**src/rtl/esg_pkg.sv**
```systemverilog
package esg_pkg;

    typedef enum logic [1:0] {
        ESG_READ     = 2'd0,
        ESG_SETPQ    = 2'd1,
        ESG_EOI      = 2'd2,
        ESG_READ_ALT = 2'd3
    } esg_op_e;

    localparam logic [1:0] PQ_IDLE   = 2'b00;
    localparam logic [1:0] PQ_MASKED = 2'b01;
    localparam logic [1:0] PQ_PEND   = 2'b10;
    localparam logic [1:0] PQ_QUEUED = 2'b11;

    // Result bit 2 is the forward flag, bits 1:0 the new state.
    function automatic logic [2:0] trig_step(input logic [1:0] pq);
        case (pq)
            PQ_IDLE:   trig_step = {1'b1, PQ_PEND};
            PQ_MASKED: trig_step = {1'b0, PQ_MASKED};
            default:   trig_step = {1'b0, PQ_QUEUED};
        endcase
    endfunction

    function automatic logic [2:0] eoi_step(input logic [1:0] pq);
        if (pq[0]) eoi_step = {1'b1, PQ_PEND};
        else       eoi_step = {1'b0, PQ_IDLE};
    endfunction

endpackage

```
**src/rtl/esg_state_array.sv**
```systemverilog
module esg_state_array
    import esg_pkg::*;
#(
    parameter int NUM_SRC = 8,
    parameter int SRC_W   = (NUM_SRC > 1) ? $clog2(NUM_SRC) : 1
) (
    input  logic                      clk,
    input  logic                      rst_n,
    input  logic                      mmio_en,
    input  esg_op_e                   mmio_op,
    input  logic [SRC_W-1:0]          mmio_src,
    input  logic [1:0]                mmio_wdata,
    input  logic                      trig_en,
    input  logic [SRC_W-1:0]          trig_src,
    output logic [1:0]                mmio_old_o,
    output logic                      eoi_peek_o,
    output logic                      eoi_fwd_o,
    output logic                      trig_fwd_o,
    output logic [NUM_SRC-1:0][1:0]   pq_o
);

    typedef struct packed {
        logic [NUM_SRC-1:0][1:0] pq;
    } arr_t;

    arr_t st_q, st_d;
    logic [NUM_SRC-1:0][1:0] mid_pq;

    // Whether an end-of-interrupt at this address would re-forward.
    assign eoi_peek_o = (mmio_op == ESG_EOI) && st_q.pq[mmio_src][0];

    always_comb begin
        logic [2:0] res;
        mid_pq     = st_q.pq;
        mmio_old_o = st_q.pq[mmio_src];
        eoi_fwd_o  = 1'b0;
        trig_fwd_o = 1'b0;
        res        = '0;
        // Register access first.
        if (mmio_en) begin
            case (mmio_op)
                ESG_SETPQ: mid_pq[mmio_src] = mmio_wdata;
                ESG_EOI: begin
                    res               = eoi_step(st_q.pq[mmio_src]);
                    eoi_fwd_o         = res[2];
                    mid_pq[mmio_src]  = res[1:0];
                end
                default: ;
            endcase
        end
        st_d.pq = mid_pq;
        // Trigger judged against the post-access state.
        if (trig_en) begin
            res               = trig_step(mid_pq[trig_src]);
            trig_fwd_o        = res[2];
            st_d.pq[trig_src] = res[1:0];
        end
    end

    always_ff @(posedge clk) begin
        if (!rst_n) st_q <= '0;
        else        st_q <= st_d;
    end

    assign pq_o = st_q.pq;

endmodule

```
**src/rtl/esg_ntf_slot.sv**
```systemverilog
module esg_ntf_slot #(
    parameter int SRC_W = 3
) (
    input  logic             clk,
    input  logic             rst_n,
    input  logic             push_i,
    input  logic [SRC_W-1:0] push_src_i,
    input  logic             ready_i,
    output logic             valid_o,
    output logic [SRC_W-1:0] src_o,
    output logic             free_o
);

    typedef struct packed {
        logic             valid;
        logic [SRC_W-1:0] src;
    } slot_t;

    slot_t slot_q, slot_d;

    assign free_o = !slot_q.valid || ready_i;

    always_comb begin
        slot_d = slot_q;
        if (free_o) begin
            slot_d.valid = push_i;
            if (push_i) slot_d.src = push_src_i;
        end
    end

    always_ff @(posedge clk) begin
        if (!rst_n) slot_q <= '0;
        else        slot_q <= slot_d;
    end

    assign valid_o = slot_q.valid;
    assign src_o   = slot_q.src;

endmodule

```
**src/rtl/esg_gate.sv**
```systemverilog
module esg_gate
    import esg_pkg::*;
#(
    parameter int NUM_SRC = 8,
    parameter int SRC_W   = (NUM_SRC > 1) ? $clog2(NUM_SRC) : 1
) (
    input  logic             clk,
    input  logic             rst_n,
    input  logic             trig_valid_i,
    input  logic [SRC_W-1:0] trig_src_i,
    output logic             trig_ready_o,
    input  logic             mmio_req_i,
    input  logic [1:0]       mmio_op_i,
    input  logic [SRC_W-1:0] mmio_src_i,
    input  logic [1:0]       mmio_wdata_i,
    output logic             mmio_ready_o,
    output logic             mmio_rvalid_o,
    output logic [1:0]       mmio_rdata_o,
    output logic             ntf_valid_o,
    output logic [SRC_W-1:0] ntf_src_o,
    input  logic             ntf_ready_i
);

    typedef struct packed {
        logic       rvalid;
        logic [1:0] rdata;
    } rsp_t;

    rsp_t rsp_q, rsp_d;

    logic                    slot_free;
    logic                    mmio_en;
    logic                    trig_en;
    logic                    eoi_peek;
    logic                    eoi_fwd;
    logic                    trig_fwd;
    logic [1:0]              mmio_old;
    logic                    push;
    logic [SRC_W-1:0]        push_src;
    logic [NUM_SRC-1:0][1:0] pq_vec;

    assign mmio_ready_o = slot_free;
    assign mmio_en      = mmio_req_i && slot_free;
    // Refuse a trigger that could compete with a re-forwarding EOI.
    assign trig_ready_o = slot_free &&
                          !(mmio_en && eoi_peek && (trig_src_i != mmio_src_i));
    assign trig_en      = trig_valid_i && trig_ready_o;

    esg_state_array #(.NUM_SRC(NUM_SRC), .SRC_W(SRC_W)) u_arr (
        .clk        (clk),
        .rst_n      (rst_n),
        .mmio_en    (mmio_en),
        .mmio_op    (esg_op_e'(mmio_op_i)),
        .mmio_src   (mmio_src_i),
        .mmio_wdata (mmio_wdata_i),
        .trig_en    (trig_en),
        .trig_src   (trig_src_i),
        .mmio_old_o (mmio_old),
        .eoi_peek_o (eoi_peek),
        .eoi_fwd_o  (eoi_fwd),
        .trig_fwd_o (trig_fwd),
        .pq_o       (pq_vec)
    );

    assign push     = eoi_fwd || trig_fwd;
    assign push_src = eoi_fwd ? mmio_src_i : trig_src_i;

    esg_ntf_slot #(.SRC_W(SRC_W)) u_slot (
        .clk        (clk),
        .rst_n      (rst_n),
        .push_i     (push),
        .push_src_i (push_src),
        .ready_i    (ntf_ready_i),
        .valid_o    (ntf_valid_o),
        .src_o      (ntf_src_o),
        .free_o     (slot_free)
    );

    always_comb begin
        rsp_d.rvalid = mmio_en;
        rsp_d.rdata  = mmio_en ? mmio_old : rsp_q.rdata;
    end

    always_ff @(posedge clk) begin
        if (!rst_n) rsp_q <= '0;
        else        rsp_q <= rsp_d;
    end

    assign mmio_rvalid_o = rsp_q.rvalid;
    assign mmio_rdata_o  = rsp_q.rdata;

endmodule

```
**config.mk**
```make
export PLATFORM = sky130hd
export DESIGN_NAME = esg_gate
export DESIGN_NICKNAME = d
export VERILOG_FILES = /design/src/rtl/esg_pkg.sv /design/src/rtl/esg_state_array.sv /design/src/rtl/esg_ntf_slot.sv /design/src/rtl/esg_gate.sv
export SDC_FILE = /design/constraint.sdc
export NUM_CORES = 1
export LEC_CHECK = 0
export BUFFER_PORTS_ARGS = -buffer_cell sky130_fd_sc_hd__buf_2
export CELL_PAD_IN_SITES_DETAIL_PLACEMENT = 0
export CELL_PAD_IN_SITES_GLOBAL_PLACEMENT = 1
export CORE_AREA = 2 2 77 79
export CTS_BUF_LIST = sky130_fd_sc_hd__clkbuf_4
export CTS_CLUSTER_SIZE = 16
export DETAILED_ROUTE_END_ITERATION = 16
export DIE_AREA = 0 0 79 81
export GPL_TIMING_DRIVEN = 0
export PLACE_DENSITY_LB_ADDON = 0.2
export SLEW_MARGIN = 20
export SYNTH_ARGS = -nofsm -noshare
export SYNTH_HDL_FRONTEND = slang
export SYNTH_SLANG_ARGS = --single-unit
```
**constraint.sdc**
```tcl
create_clock -name clk -period 2.8 [get_ports clk]
set_clock_uncertainty 0.05 [all_clocks]
set_input_delay 0.28 -clock clk [delete_from_list [all_inputs] [get_ports clk]]
set_output_delay 0.28 -clock clk [all_outputs]
set_load 0.1 [all_outputs]
```
# ---- Yosys cells after proc, flatten, opt, wreduce, memory -nomap -nowiden
# Index checks and enable logic that the tools add are counted.
dict set report totals {
  out_inout_bits 9
  inputBits 15
  reg_bits 23
  wordCells 57
}
dict set report classes {
  eq_ne 4
  magnitude_cmp 4
  muxes 23
  reduce_logical 14
}
# op count
set ops {}
lappend ops {{$bwmux W16} 3}
lappend ops {{$mux W16} 2}
lappend ops {{$pmux W16 S2} 1}
lappend ops {{$mux W3} 5}
lappend ops {{$bmux W2 S3} 2}
lappend ops {{$demux W2 S3} 2}
lappend ops {{$logic_and A1 B1 Y1} 8}
lappend ops {{$lt A3 B4 Y1 const B} 2}
lappend ops {{$mux W2} 4}
lappend ops {{$ge A3 B1 Y1 const B} 2}
lappend ops {{$pmux W3 S2} 1}
lappend ops {{$eq A2 B1 Y1 const B} 2}
lappend ops {{$mux W1} 3}
lappend ops {{$ne A3 B3 Y1} 1}
lappend ops {{$eq A2 B2 Y1 const B} 1}
lappend ops {{$logic_not A1 Y1} 2}
lappend ops {{$logic_not A2 Y1} 1}
lappend ops {{$logic_or A1 B1 Y1} 2}
lappend ops {{$reduce_and A2 Y1} 1}

# ---- Logic depth before layout (Yosys ltp)
# Gate-level depths: netlist of run 1.
dict set report depth {
  depth_word 16
  mapped_depth 10
  ltp_nobuf 9
}

# ---- Hierarchy
# From an unflattened synthesis of run 1, not the netlist that was laid out.
dict set report unflattened {
  hier_cells 229
  area_unflattened_um2 1884.3
}
# mod cells_per_inst seq_area_each_um2 area_per_inst_um2 instances
set by_module_without_submodules {}
lappend by_module_without_submodules {esg_state_array 188 320.3 1517.7 1}
lappend by_module_without_submodules {esg_gate 24 60.1 196.4 1}
lappend by_module_without_submodules {esg_ntf_slot 17 80.1 170.2 1}

# ---- Worst setup path after synthesis of run 1
# No wires, ideal clock.
dict set report synth_timing {
  path_type {register -> output}
  start {register u_slot.slot_q, in the netlist u_slot.valid_o}
  end {output port trig_ready_o}
  stages_incl_launch_ff 8
  required_ns 2.470
  path_slack_ns -1.310
  arrival_time_ns 3.780
  n_path_buf 2
  path_cell_list {dfxtp_1 nor2b_1 clkbuf_1 inv_1 buf_2 nand2_1 nor2_1 a21oi_1}
}
dict set report synth_via {
  elab_chain_len 7
}
# item line_no
set synth_lines {}
lappend synth_lines {{from (decl)} esg_ntf_slot.sv:19} ;# slot_t slot_q, slot_d;
lappend synth_lines {{from (signal assigned)} esg_ntf_slot.sv:33} ;# else slot_q <= slot_d;
lappend synth_lines {{$logic_not A1 Y1 *} esg_ntf_slot.sv:21} ;# assign free_o = !slot_q.valid || ready_i;
lappend synth_lines {{$logic_or A1 B1 Y1 *} esg_ntf_slot.sv:21}
lappend synth_lines {{named net mmio_ready_o} esg_gate.sv:16} ;# output logic mmio_ready_o,
lappend synth_lines {{$logic_and A1 B1 Y1} esg_gate.sv:43} ;# assign mmio_en = mmio_req_i && slot_free;
lappend synth_lines {{$logic_and A1 B1 Y1 (2 in series)} esg_gate.sv:46} ;# !(mmio_en && eoi_peek && (trig_src_i != mmio_src_i));
lappend synth_lines {{$logic_not A1 Y1} esg_gate.sv:46}
lappend synth_lines {{$logic_and A1 B1 Y1 *} esg_gate.sv:45} ;# assign trig_ready_o = slot_free &&
lappend synth_lines {{to (decl)} esg_gate.sv:11} ;# output logic trig_ready_o,
# The timed path passes the listed nets; every way through them passes the cells marked *.

# ---- Final worst setup path of run 1
dict set report layout_timing {
  start {register u_arr.st_q, in the netlist u_arr.pq_o[10]}
  end {register u_slot.slot_q, in the netlist u_slot.src_o[2]}
}
dict set report layout_via {
  elab_chain_len 16
  word_cells_on_any_way 27
  classes_between {eq/ne (1); mux (17); reduce/logical (9)}
}
# item line_no
set layout_lines {}
lappend layout_lines {{from (decl)} esg_state_array.sv:26} ;# arr_t st_q, st_d;
lappend layout_lines {{from (signal assigned)} esg_state_array.sv:62} ;# else st_q <= st_d;
lappend layout_lines {{$bmux W2 S3} {esg_state_array.sv:30, esg_state_array.sv:44}}
lappend layout_lines {{$mux W2 (not written as such)} {esg_state_array.sv:30, esg_state_array.sv:44}}
lappend layout_lines {{$mux W3} esg_pkg.sv:25} ;# if (pq[0]) eoi_step = {1'b1, PQ_PEND};
lappend layout_lines {{$mux W3} esg_state_array.sv:41} ;# case (mmio_op)
lappend layout_lines {{$mux W3} esg_state_array.sv:40} ;# if (mmio_en) begin
lappend layout_lines {{$bwmux W16} esg_state_array.sv:46} ;# mid_pq[mmio_src] = res[1:0];
lappend layout_lines {{$pmux W16 S2} esg_state_array.sv:41}
lappend layout_lines {{$mux W16} esg_state_array.sv:40}
lappend layout_lines {{$bmux W2 S3} esg_state_array.sv:54} ;# res = trig_step(mid_pq[trig_src]);
lappend layout_lines {{$mux W2 (not written as such)} esg_state_array.sv:54}
lappend layout_lines {{$eq A2 B1 Y1 or $logic_not A2 Y1 (tied branches)} esg_pkg.sv:17} ;# case (pq)
lappend layout_lines {{$pmux W3 S2} esg_pkg.sv:17}
lappend layout_lines {{$mux W3} esg_state_array.sv:53} ;# if (trig_en) begin
lappend layout_lines {{$mux W1} esg_state_array.sv:53}
lappend layout_lines {{$logic_or A1 B1 Y1} esg_gate.sv:65} ;# assign push = eoi_fwd || trig_fwd;
lappend layout_lines {{$reduce_and A2 Y1 (no line)} n/a}
# Several ways; a longest one is shown, not always the timed one. The select of a mux whose other input is x is not followed.
# A chain may end at the register's enable or synchronous reset.

==> impl_metrics.yaml, run 1 <==
floorplanning:
  start_util: 0.3865
  core_area_mm2: 0.005675
  chipWidth_um: 79
  num_rows: 28
  dieHeight_um: 81
  num_io_pins: 24
  die_area_mm2: 0.006399
global_routing:
  grt_util_all_layers: 0.2614
  grt_max_degree: 14
  antenna_found_initial: 0
  overflow: 0
  grt_pass1_wl_um: 12930
  grt_pass1_vias: 2371
clock_network:
  cts_tree: "done"
  cts-root-buf: "clkbuf_4"
  ctsHoldBuffers: 0
  numCtsBuffers: 3
  path_clk_slew_ns: 0.16
  worstSkewPairLatency_ns: 0.34
  cts_num_sinks: 23
  cts_buffer_depth: 2
  htreeDepth: 1
critical_path:
  cp-end-kind: "flip-flop"
  cp-endpoint: "u_slot.src_o[2]$_SDFFE_PN0P_"
  timing.rr.end: "u_slot.src_o[2]$_SDFFE_PN0P_"
  crit_cells: 7
  path_buf_inv: 0
  worstSetupPathType: "flip-flop to flip-flop"
  timing.rr.start: "u_arr.pq_o[10]$_SDFF_PN0_"
  crit_start: "u_arr.pq_o[10]$_SDFF_PN0_"
  cp_data_required_time_ns: 3.02
  slowest_delay_ns: 0.60
  ff2ff_path_depth: 7
  critical_path.cell_chain: "mux4_2 > nor2b_1 > o21ai_2 > a21oi_1 > or4b_4 > or4_1 > nand3_1"
  slowest_stage: "or4b_4"
  critPathLaunchType: "flip-flop"
  r2r_slack_ns: 0.09
  critical_path_peak_fanout: 6
  worst_ep_arrival_time_ns: 2.93
  worst_path_dominant_cell_family: "simple AND/OR/NAND/NOR gates"
timing:
  period_share: 0.9682
  tightest_slew_ns: 0.6073
  slew_headroom: 0.5951
  hold_viol: 0
  max_freq_mhz: 368.9
  setup_viol: 0
  timing.hold.ws_ns: 0.2190
  fin_crit_ns: 2.711
  slew_viol_final: 0
routing:
  wl_per_cell_um: 20.65
  drc: 0
  vias: 2651
  drt-initial-drc-count: 256
  viasPerCell: 6.694
  totalWireLength_um: 8176
  drt_pass1_iterations: 4
  antenna_left: 0
layout:
  insertedDiodeCount: 0
  seqCellArea_um2: 464.2
  areaGrowthSynthToFinish_pct: 19.05
  nets: 339
  fillers: 616
  mostFrequentLayoutCells: "buf_2 (23), dfxtp_1 (22), o21ai_0 (21)"
  layout_commonest_cell: "buf_2"
  drive_gt1_frac: 0.2430
  multi_input_area_mm2: 0.001697
placement:
  gp_congestion: 0.9201
  hpwl_um: 5984
  port_buffers: 22
pwr:
  p_leak_nw: 1.025
  finalPower_mw: 0.8943
  power_density_mw_per_mm2: 342.5
  peakVddDrop_uv: 205.0
logic_synthesis:
  synth_area_mm2: 0.002193
  async_flop_share: 0
  syn_inst: 287
  ys_seq_area_frac: 0.2099
  ys.flop_type: "dfxtp_1"
  synth_edf_count: 0
  synth_nets: 304
  synth_cell_type_count: 63
  avgSynthCellArea_um2: 7.642
  synth_seq_cells: 23
  yosys_warnings: 0
min_path:
  hold_path.class: "input pin to flip-flop"
flow_run:
  maxCapViolCount: 0
status:
  run_status: "complete, no violations"
[worst reg2reg max path: cells and delay by family (launching register included)]
kind             cells  cell delay (ns)
AO/OA/AOI/OAI        2             0.33
multiplexers         1             0.50
flip-flops           1             0.37
AND/OR/NAND/NOR      4             1.39
[routing by layer]
layer | GRT usage | share of wire
met4 | 0.05690 | 0.024
met3 | 0.05222 | 0.084
met1 | 0.3450 | 0.43
met2 | 0.4432 | 0.46
met5 | 0 | 0
[sequential cells by signal (all words and copies together), names as in the netlist]
signal and cells:
mmio_rvalid_o 1, u_slot.src_o 3, u_slot.valid_o 1, mmio_rdata_o 2
u_arr.pq_o 16
[how the worst min path moves through the flow]
stage	start	to	cells past startpoint
final	mmio_req_i	mmio_rvalid_o$_SDFF_PN0_	2
after global routing	mmio_req_i	mmio_rvalid_o$_SDFF_PN0_	2
after CTS	mmio_req_i	mmio_rvalid_o$_SDFF_PN0_	2
after detailed placement	mmio_rdata_o[0]$_SDFFE_PN0P_	mmio_rdata_o[0]$_SDFFE_PN0P_	2
after global placement	mmio_rdata_o[1]$_SDFFE_PN0P_	mmio_rdata_o[1]$_SDFFE_PN0P_	2
after floorplan	mmio_req_i	mmio_rvalid_o$_SDFF_PN0_	1
[repair_timing]
item,in CTS,in global routing
setup endpoints to repair,21,19
hold endpoints to repair,0,0
pin swaps,0,6
buffers inserted,0,9
resized for setup,21,17
[Yosys cell counts (3+ instances only)]
library cell	n	area, µm²
o21ai_0	25	125.1
dfxtp_1	23	460.4
nor2_1	19	71.32
clkbuf_1	18	67.56
nand2_1	18	67.56
nand3_1	17	85.08
o311a_1	14	140.1
a21oi_1	10	50.05
o211ai_1	9	67.56
and3_1	7	43.79
inv_1	7	26.28
nor2b_1	6	37.54
nor3b_1	6	45.04
and2_1	5	31.28
nand2b_1	5	31.28
nand4_1	5	31.28
nor3_1	5	25.02
a21boi_0	4	30.03
or3_1	4	25.02
or4_1	4	30.03
a31o_2	3	26.28
a32oi_1	3	26.28
buf_1	3	11.26
mux2_2	3	33.78
o211a_1	3	30.03
o22ai_1	3	18.77
o32ai_1	3	26.28
or2_2	3	18.77
xor2_1	3	26.28
[stage by stage]
| step | util | setup WS, ns | instances | cell area (µm²) | setup TNS [ns] |
|---|---|---|---|---|---|
| global route | 0.4601 | -0.001270 | 396 | 2611 | -0.001270 |
| global placement | 0.4281 | -0.5997 | 384 | 2430 | -10.85 |
| finish | 0.4601 | 0.08891 | 396 | 2611 | 0 |
| floorplan | - | 0.001439 | 287 | 2226 | 0 |
| CTS | 0.4425 | 0.006926 | 387 | 2511 | 0 |
| detailed placement | 0.4281 | -0.5935 | 384 | 2430 | -10.54 |
[cell families after synthesis]
| kind of cell | share of synthesized area |
|---|---|
| and+or+nand+nor | 0.3035 |
| AOI/OAI and AO/OA | 0.3708 |
| buffers and inverters | 0.05761 |
| DFF | 0.2099 |
| muxes | 0.03480 |
| xor gates and xnor gates | 0.01198 |
| adders and majority gates | 0.01141 |
[where the power goes]
part	internal, mW	switching [mW]	total, mW
clock network	0.0538	0.117	0.171
registers	0.345	0.0101	0.355
logic	0.110	0.259	0.369
[final cells by class]
cell class / count / share of cell area
repair buffers: 31 / 0.06900
clock buffers: 3 / 0.008625
clock inverters: 1 / 0.001917
plain buffers: 23 / 0.04600
well taps: 75 / 0.03594
inverters: 7 / 0.01102
multi-input cells: 233 / 0.6497
flip-flops and latches: 23 / 0.1778
(Power assumes the default switching activity.)
==> run 2: changes to the inputs <==
Settings changed: SETUP_SLACK_MARGIN from default to 0.15.
==> run 2 against run 1 <==
  * Register-to-register slack improved by 0.08 ns
  * Cell area up 7.2%
  * Global-route usage rose by 0.99 points
  * Total power increased by 5.1%
  * Worst setup slack better by 0.085 ns
  * Hold slack worse by 0.012 ns
  * Non-clock buffer count grew 5
  * Maximum frequency up 3.2%
  * Critical path type unchanged
  * Via count increased by 4.0%
==> impl_metrics.yaml, run 2 (synthesis results as in run 1) <==
min_path:
  hold_path.class: "input pin to flip-flop"
  hold_start: "mmio_req_i"
  holdPathEnd: "mmio_rvalid_o$_SDFF_PN0_"
  hold-path-cell-count: 2
placement:
  port_buffers: 22
  gp_congestion: 0.9281
  hpwl_um: 6009
layout:
  nets: 344
  insertedDiodeCount: 0
  fin_util: 0.4934
  drive_gt1_frac: 0.3190
  largest_reg_flops: 16
  mostFrequentLayoutCells: "buf_2 (21), o21ai_0 (21), dfxtp_1 (21)"
  areaGrowthSynthToFinish_pct: 27.67
timing:
  rsz0062_at_grt: "false"
  setup_tns_ns: 0
  max_freq_mhz: 380.8
  slew_viol_final: 0
  tightest_slew_ns: 0.6548
  hold_viol: 0
  slew_headroom: 0.5635
  setup_viol: 0
  period_share: 0.9380
  fin_crit_ns: 2.626
critical_path:
  timing.rr.end: "u_slot.src_o[1]$_SDFFE_PN0P_"
  cp-end-kind: "flip-flop"
  worst_ep_arrival_time_ns: 2.86
  ff2ff_path_depth: 9
  critPathLaunchType: "flip-flop"
  critical_path_peak_fanout: 5
  cp_data_required_time_ns: 3.03
  timing.rr.start: "u_slot.valid_o$_SDFFE_PN0N_"
  r2r_slack_ns: 0.17
  worstSetupPathType: "flip-flop to flip-flop"
global_routing:
  overflow: 0
  grt_pass1_vias: 2444
  grt_util_all_layers: 0.2714
  grt_pass1_wl_um: 13410
  antenna_found_initial: 0
  grt_max_degree: 15
routing:
  wl_per_cell_um: 21.85
  viasPerCell: 6.875
  drt_pass1_iterations: 6
  antenna_left: 0
  totalWireLength_um: 8762
  drc: 0
  vias: 2757
  drt-initial-drc-count: 310
floorplanning:
  start_util: 0.3865
  num_rows: 28
  die_area_mm2: 0.006399
  dieHeight_um: 81
  num_io_pins: 24
  core_area_mm2: 0.005675
  chipWidth_um: 79
pwr:
  finalPower_mw: 0.9397
  p_leak_nw: 1.116
  power_density_mw_per_mm2: 335.6
  peakVddDrop_uv: 154.3
clock_network:
  cts-root-buf: "clkbuf_4"
  cts_buffer_depth: 2
  cts_tree: "done"
  worstSkewPairLatency_ns: 0.34
  path_clk_slew_ns: 0.14
  cts_num_sinks: 23
  htreeDepth: 1
  numCtsBuffers: 3
  ctsHoldBuffers: 0
status:
  run_status: "complete, no violations"
flow_run:
  maxCapViolCount: 0
[run 2: final cells by class]
cell class                 count  area, µm²
sequential                    23      465.4
buffer                        23      150.1
tap                           75      93.84
inverter                       7      38.79
clock inverter                 1      6.256
clock buffer                   3      22.52
multi-input combinational    233       1803
fill                         593       2875
timing repair buffer          36      220.2
[run 2: where the power goes]
part           leakage [nW]  switching [mW]  internal, mW  total [mW]
sequential            0.189          0.0115         0.345       0.356
clock                0.0183           0.123        0.0559       0.179
combinational         0.909           0.275         0.130       0.404
total                  1.12           0.410         0.530       0.940
[run 2: how the worst max path moves through the flow]
stage / from / endpoint / slack, ns / cells past startpoint
final: u_slot.valid_o$_SDFFE_PN0N_ / u_slot.src_o[1]$_SDFFE_PN0P_ / 0.17 / 9
after global routing: mmio_src_i[0] / u_slot.src_o[1]$_SDFFE_PN0P_ / 0.11 / 10
after CTS: u_slot.valid_o$_SDFFE_PN0N_ / u_arr.pq_o[8]$_SDFF_PN0_ / 0.15 / 10
after detailed placement: mmio_src_i[0] / u_arr.pq_o[4]$_SDFF_PN0_ / -0.58 / 8
after global placement: mmio_src_i[0] / u_arr.pq_o[15]$_SDFF_PN0_ / -0.57 / 10
after floorplan: mmio_src_i[1] / u_slot.src_o[2]$_SDFFE_PN0P_ / 0.12 / 8
[run 2: metrics by stage]
stage               hold WS, ns  std cells  area [µm²]  setup WS (ns)
floorplan                0.3759        287        2241         0.1203
global placement         0.4360        384        2445        -0.5662
detailed placement       0.4384        384        2445        -0.5847
CTS                      0.2034        391        2572         0.1495
global route             0.2204        401        2800         0.1105
finish                   0.2072        401        2800         0.1736
[run 2: worst max-delay path, cell delays in order, from the launching register on]
cell,delay (ns)
dfxtp_4,0.37
nor2b_4,0.17
clkbuf_4,0.19
buf_4,0.12
nor4_1,0.07
o21bai_1,0.20
o2111ai_2,0.19
or4b_4,0.62
or4_4,0.50
nand3_2,0.09
[run 2: timing repair]
action	CTS	global route
setup buffers	3	10
resized for setup	21	48
pin swaps	6	19
cloned	0	1
setup endpoints to repair	21	21
[run 2: layer usage]
| layer | part of all wire | track usage |
|---|---|---|
| met1 | 0.41 | 0.3703 |
| met2 | 0.46 | 0.4415 |
| met3 | 0.094 | 0.04111 |
| met4 | 0.043 | 0.08621 |
| met5 | 0 | 0 |
==> run 3: changes to the inputs <==
Settings changed: GPL_TIMING_DRIVEN 0 to default.
==> run 3 against run 2 <==
  * Critical path depth is the same
  * Sequential power is essentially flat
  * Flip-flop and latch count is the same
  * Maximum frequency grew 2.6%
  * Die area is the same
  * Via count grew 0.54%
  * Hold slack lost 0.012 ns
  * Routed wire length shrank 2.0%
  * Core utilization grew 3.4 points
  * Critical path type unchanged
  * Highest routed layer unchanged
==> impl_metrics.yaml, run 3 (synthesis results as in run 1) <==
routing:
  drc: 0
  drt-initial-drc-count: 295
  drt_pass1_iterations: 6
  vias: 2772
  totalWireLength_um: 8583
  antenna_left: 0
  wl_per_cell_um: 19.91
  viasPerCell: 6.432
global_routing:
  overflow: 0
  grt_pass1_vias: 2452
  grt_max_degree: 30
  antenna_found_initial: 0
  grt_util_all_layers: 0.2690
  grt_pass1_wl_um: 13200
clock_network:
  htreeDepth: 1
  cts-root-buf: "clkbuf_4"
  cts_num_sinks: 23
  cts_buffer_depth: 2
  cts_tree: "done"
  numCtsBuffers: 3
  ctsHoldBuffers: 0
  path_clk_slew_ns: 0.15
  worstSkewPairLatency_ns: 0.33
min_path:
  hold-path-cell-count: 2
  holdPathEnd: "mmio_rvalid_o$_SDFF_PN0_"
  hold_path.class: "input pin to flip-flop"
  hold_start: "mmio_req_i"
layout:
  areaGrowthSynthToFinish_pct: 36.57
  insertedDiodeCount: 0
  nets: 374
  layout_commonest_cell: "buf_4"
  mostFrequentLayoutCells: "buf_4 (65), dfxtp_1 (22), o21ai_0 (21), buf_2 (21), nor2_1 (19)"
  drive_gt1_frac: 0.3708
  multi_input_area_mm2: 0.001734
  fillers: 580
  seqCellArea_um2: 464.2
  largest_reg_flops: 16
critical_path:
  critical_path_peak_fanout: 7
  slowest_delay_ns: 0.46
  critPathLaunchType: "flip-flop"
  worst_ep_arrival_time_ns: 2.72
  critical_path.most_common_cell: "buf_4"
  cp-end-kind: "flip-flop"
  critical_path.cell_chain: "nor2b_4 > buf_4 > o31a_1 > o21bai_1 > o2111ai_2 > nor4b_2 > buf_4 > nand2_2 > o311a_1"
  path_buf_inv: 2
  r2r_slack_ns: 0.24
  slowest_stage: "nor4b_2"
  worst_path_dominant_cell_family: "compound AO/OA/AOI/OAI gates"
  ff2ff_path_depth: 9
  timing.rr.start: "u_slot.valid_o$_SDFFE_PN0N_"
  cp_data_required_time_ns: 2.96
  timing.rr.end: "u_arr.pq_o[13]$_SDFF_PN0_"
  worstSetupPathType: "flip-flop to flip-flop"
floorplanning:
  chipWidth_um: 79
  num_rows: 28
  dieHeight_um: 81
  core_area_mm2: 0.005675
  num_io_pins: 24
  start_util: 0.3865
  die_area_mm2: 0.006399
timing:
  max_freq_mhz: 390.6
  slew_headroom: 0.6342
  hold_viol: 0
  rsz0062_at_grt: "false"
  setup_tns_ns: 0
  tightest_slew_ns: 0.5487
  slew_viol_final: 0
  period_share: 0.9143
  fin_crit_ns: 2.560
  setup_viol: 0
  timing.hold.ws_ns: 0.1956
pwr:
  finalPower_mw: 0.9596
  p_comb_frac: 0.447
  power.share.sequential: 0.371
  p_int_mw: 0.5687
  p_clk_frac: 0.183
  switchingPower_mw: 0.3909
  switching_share: 0.4074
  power_density_mw_per_mm2: 320.3
  p_leak_nw: 1.253
  peakVddDrop_uv: 173.9
flow_run:
  maxCapViolCount: 0
placement:
  port_buffers: 23
  hpwl_um: 6422
  gp_congestion: 0.9515
status:
  run_status: "complete, no violations"
## run 3: power groups by stage
stage / Clock, mW / Sequential [mW] / Combinational [mW]
after floorplan: 0 / 0.417 / 0.193
after CTS: 0.179 / 0.355 / 0.402
after detailed placement: 0 / 0.362 / 0.399
final: 0.175 / 0.356 / 0.429
after global routing: 0.188 / 0.357 / 0.455
after global placement: 0 / 0.362 / 0.399
## run 3: layout make-up
class / count / share of cell area
sequential: 23 / 0.1550
timing repair buffer: 89 / 0.2151
tap: 75 / 0.03133
clock buffer: 4 / 0.01003
multi-input combinational: 233 / 0.5789
inverter: 7 / 0.009607
## run 3: per-stage QoR
| step | util | instances | setup WS, ns | area, µm² |
|---|---|---|---|---|
| final | 0.5278 | 431 | 0.2400 | 2995 |
| after CTS | 0.5051 | 427 | 0.1528 | 2867 |
| after detailed placement | 0.4974 | 423 | -0.1724 | 2823 |
| after global placement | 0.4974 | 423 | -0.2228 | 2823 |
| after floorplan | - | 287 | 0.1203 | 2241 |
| after global routing | 0.5278 | 431 | 0.1627 | 2995 |
## run 3: routing by layer
layer | wire length, µm | part of all wire | GRT usage
met1 | 3748 | 0.44 | 0.3653
met2 | 4114 | 0.48 | 0.4636
met3 | 542 | 0.063 | 0.03000
met4 | 179 | 0.021 | 0.05345
met5 | 0 | 0 | 0
## run 3: how the worst max path moves through the flow
stage               cells after the start  slack [ns]                         from                           end
finish                                  9        0.24  u_slot.valid_o$_SDFFE_PN0N_     u_arr.pq_o[13]$_SDFF_PN0_
global route                           11        0.16                 mmio_op_i[0]  u_slot.src_o[0]$_SDFFE_PN0P_
CTS                                    11        0.15                 mmio_op_i[1]     u_arr.pq_o[13]$_SDFF_PN0_
detailed placement                     11       -0.17                 mmio_op_i[1]     u_arr.pq_o[15]$_SDFF_PN0_
global placement                       11       -0.22                 mmio_op_i[1]     u_arr.pq_o[15]$_SDFF_PN0_
floorplan                               8        0.12                mmio_src_i[1]  u_slot.src_o[2]$_SDFFE_PN0P_
## run 3: worst reg2reg max path: cells and delay by family (launching register included)
family	cells	cell delay (ns)
buffers and inverters	2	0.33
AOI/OAI and AO/OA	4	0.95
DFF	1	0.37
and+or+nand+nor	3	0.75
## run 3: repair_timing
item / 4_1_cts / 5_1_grt
endpoints found under the setup margin: 20 / 19
gates resized for setup: 3 / 22
endpoints found under the hold margin: 0 / 0
setup buffers: 0 / 4
pin swaps: 2 / 8
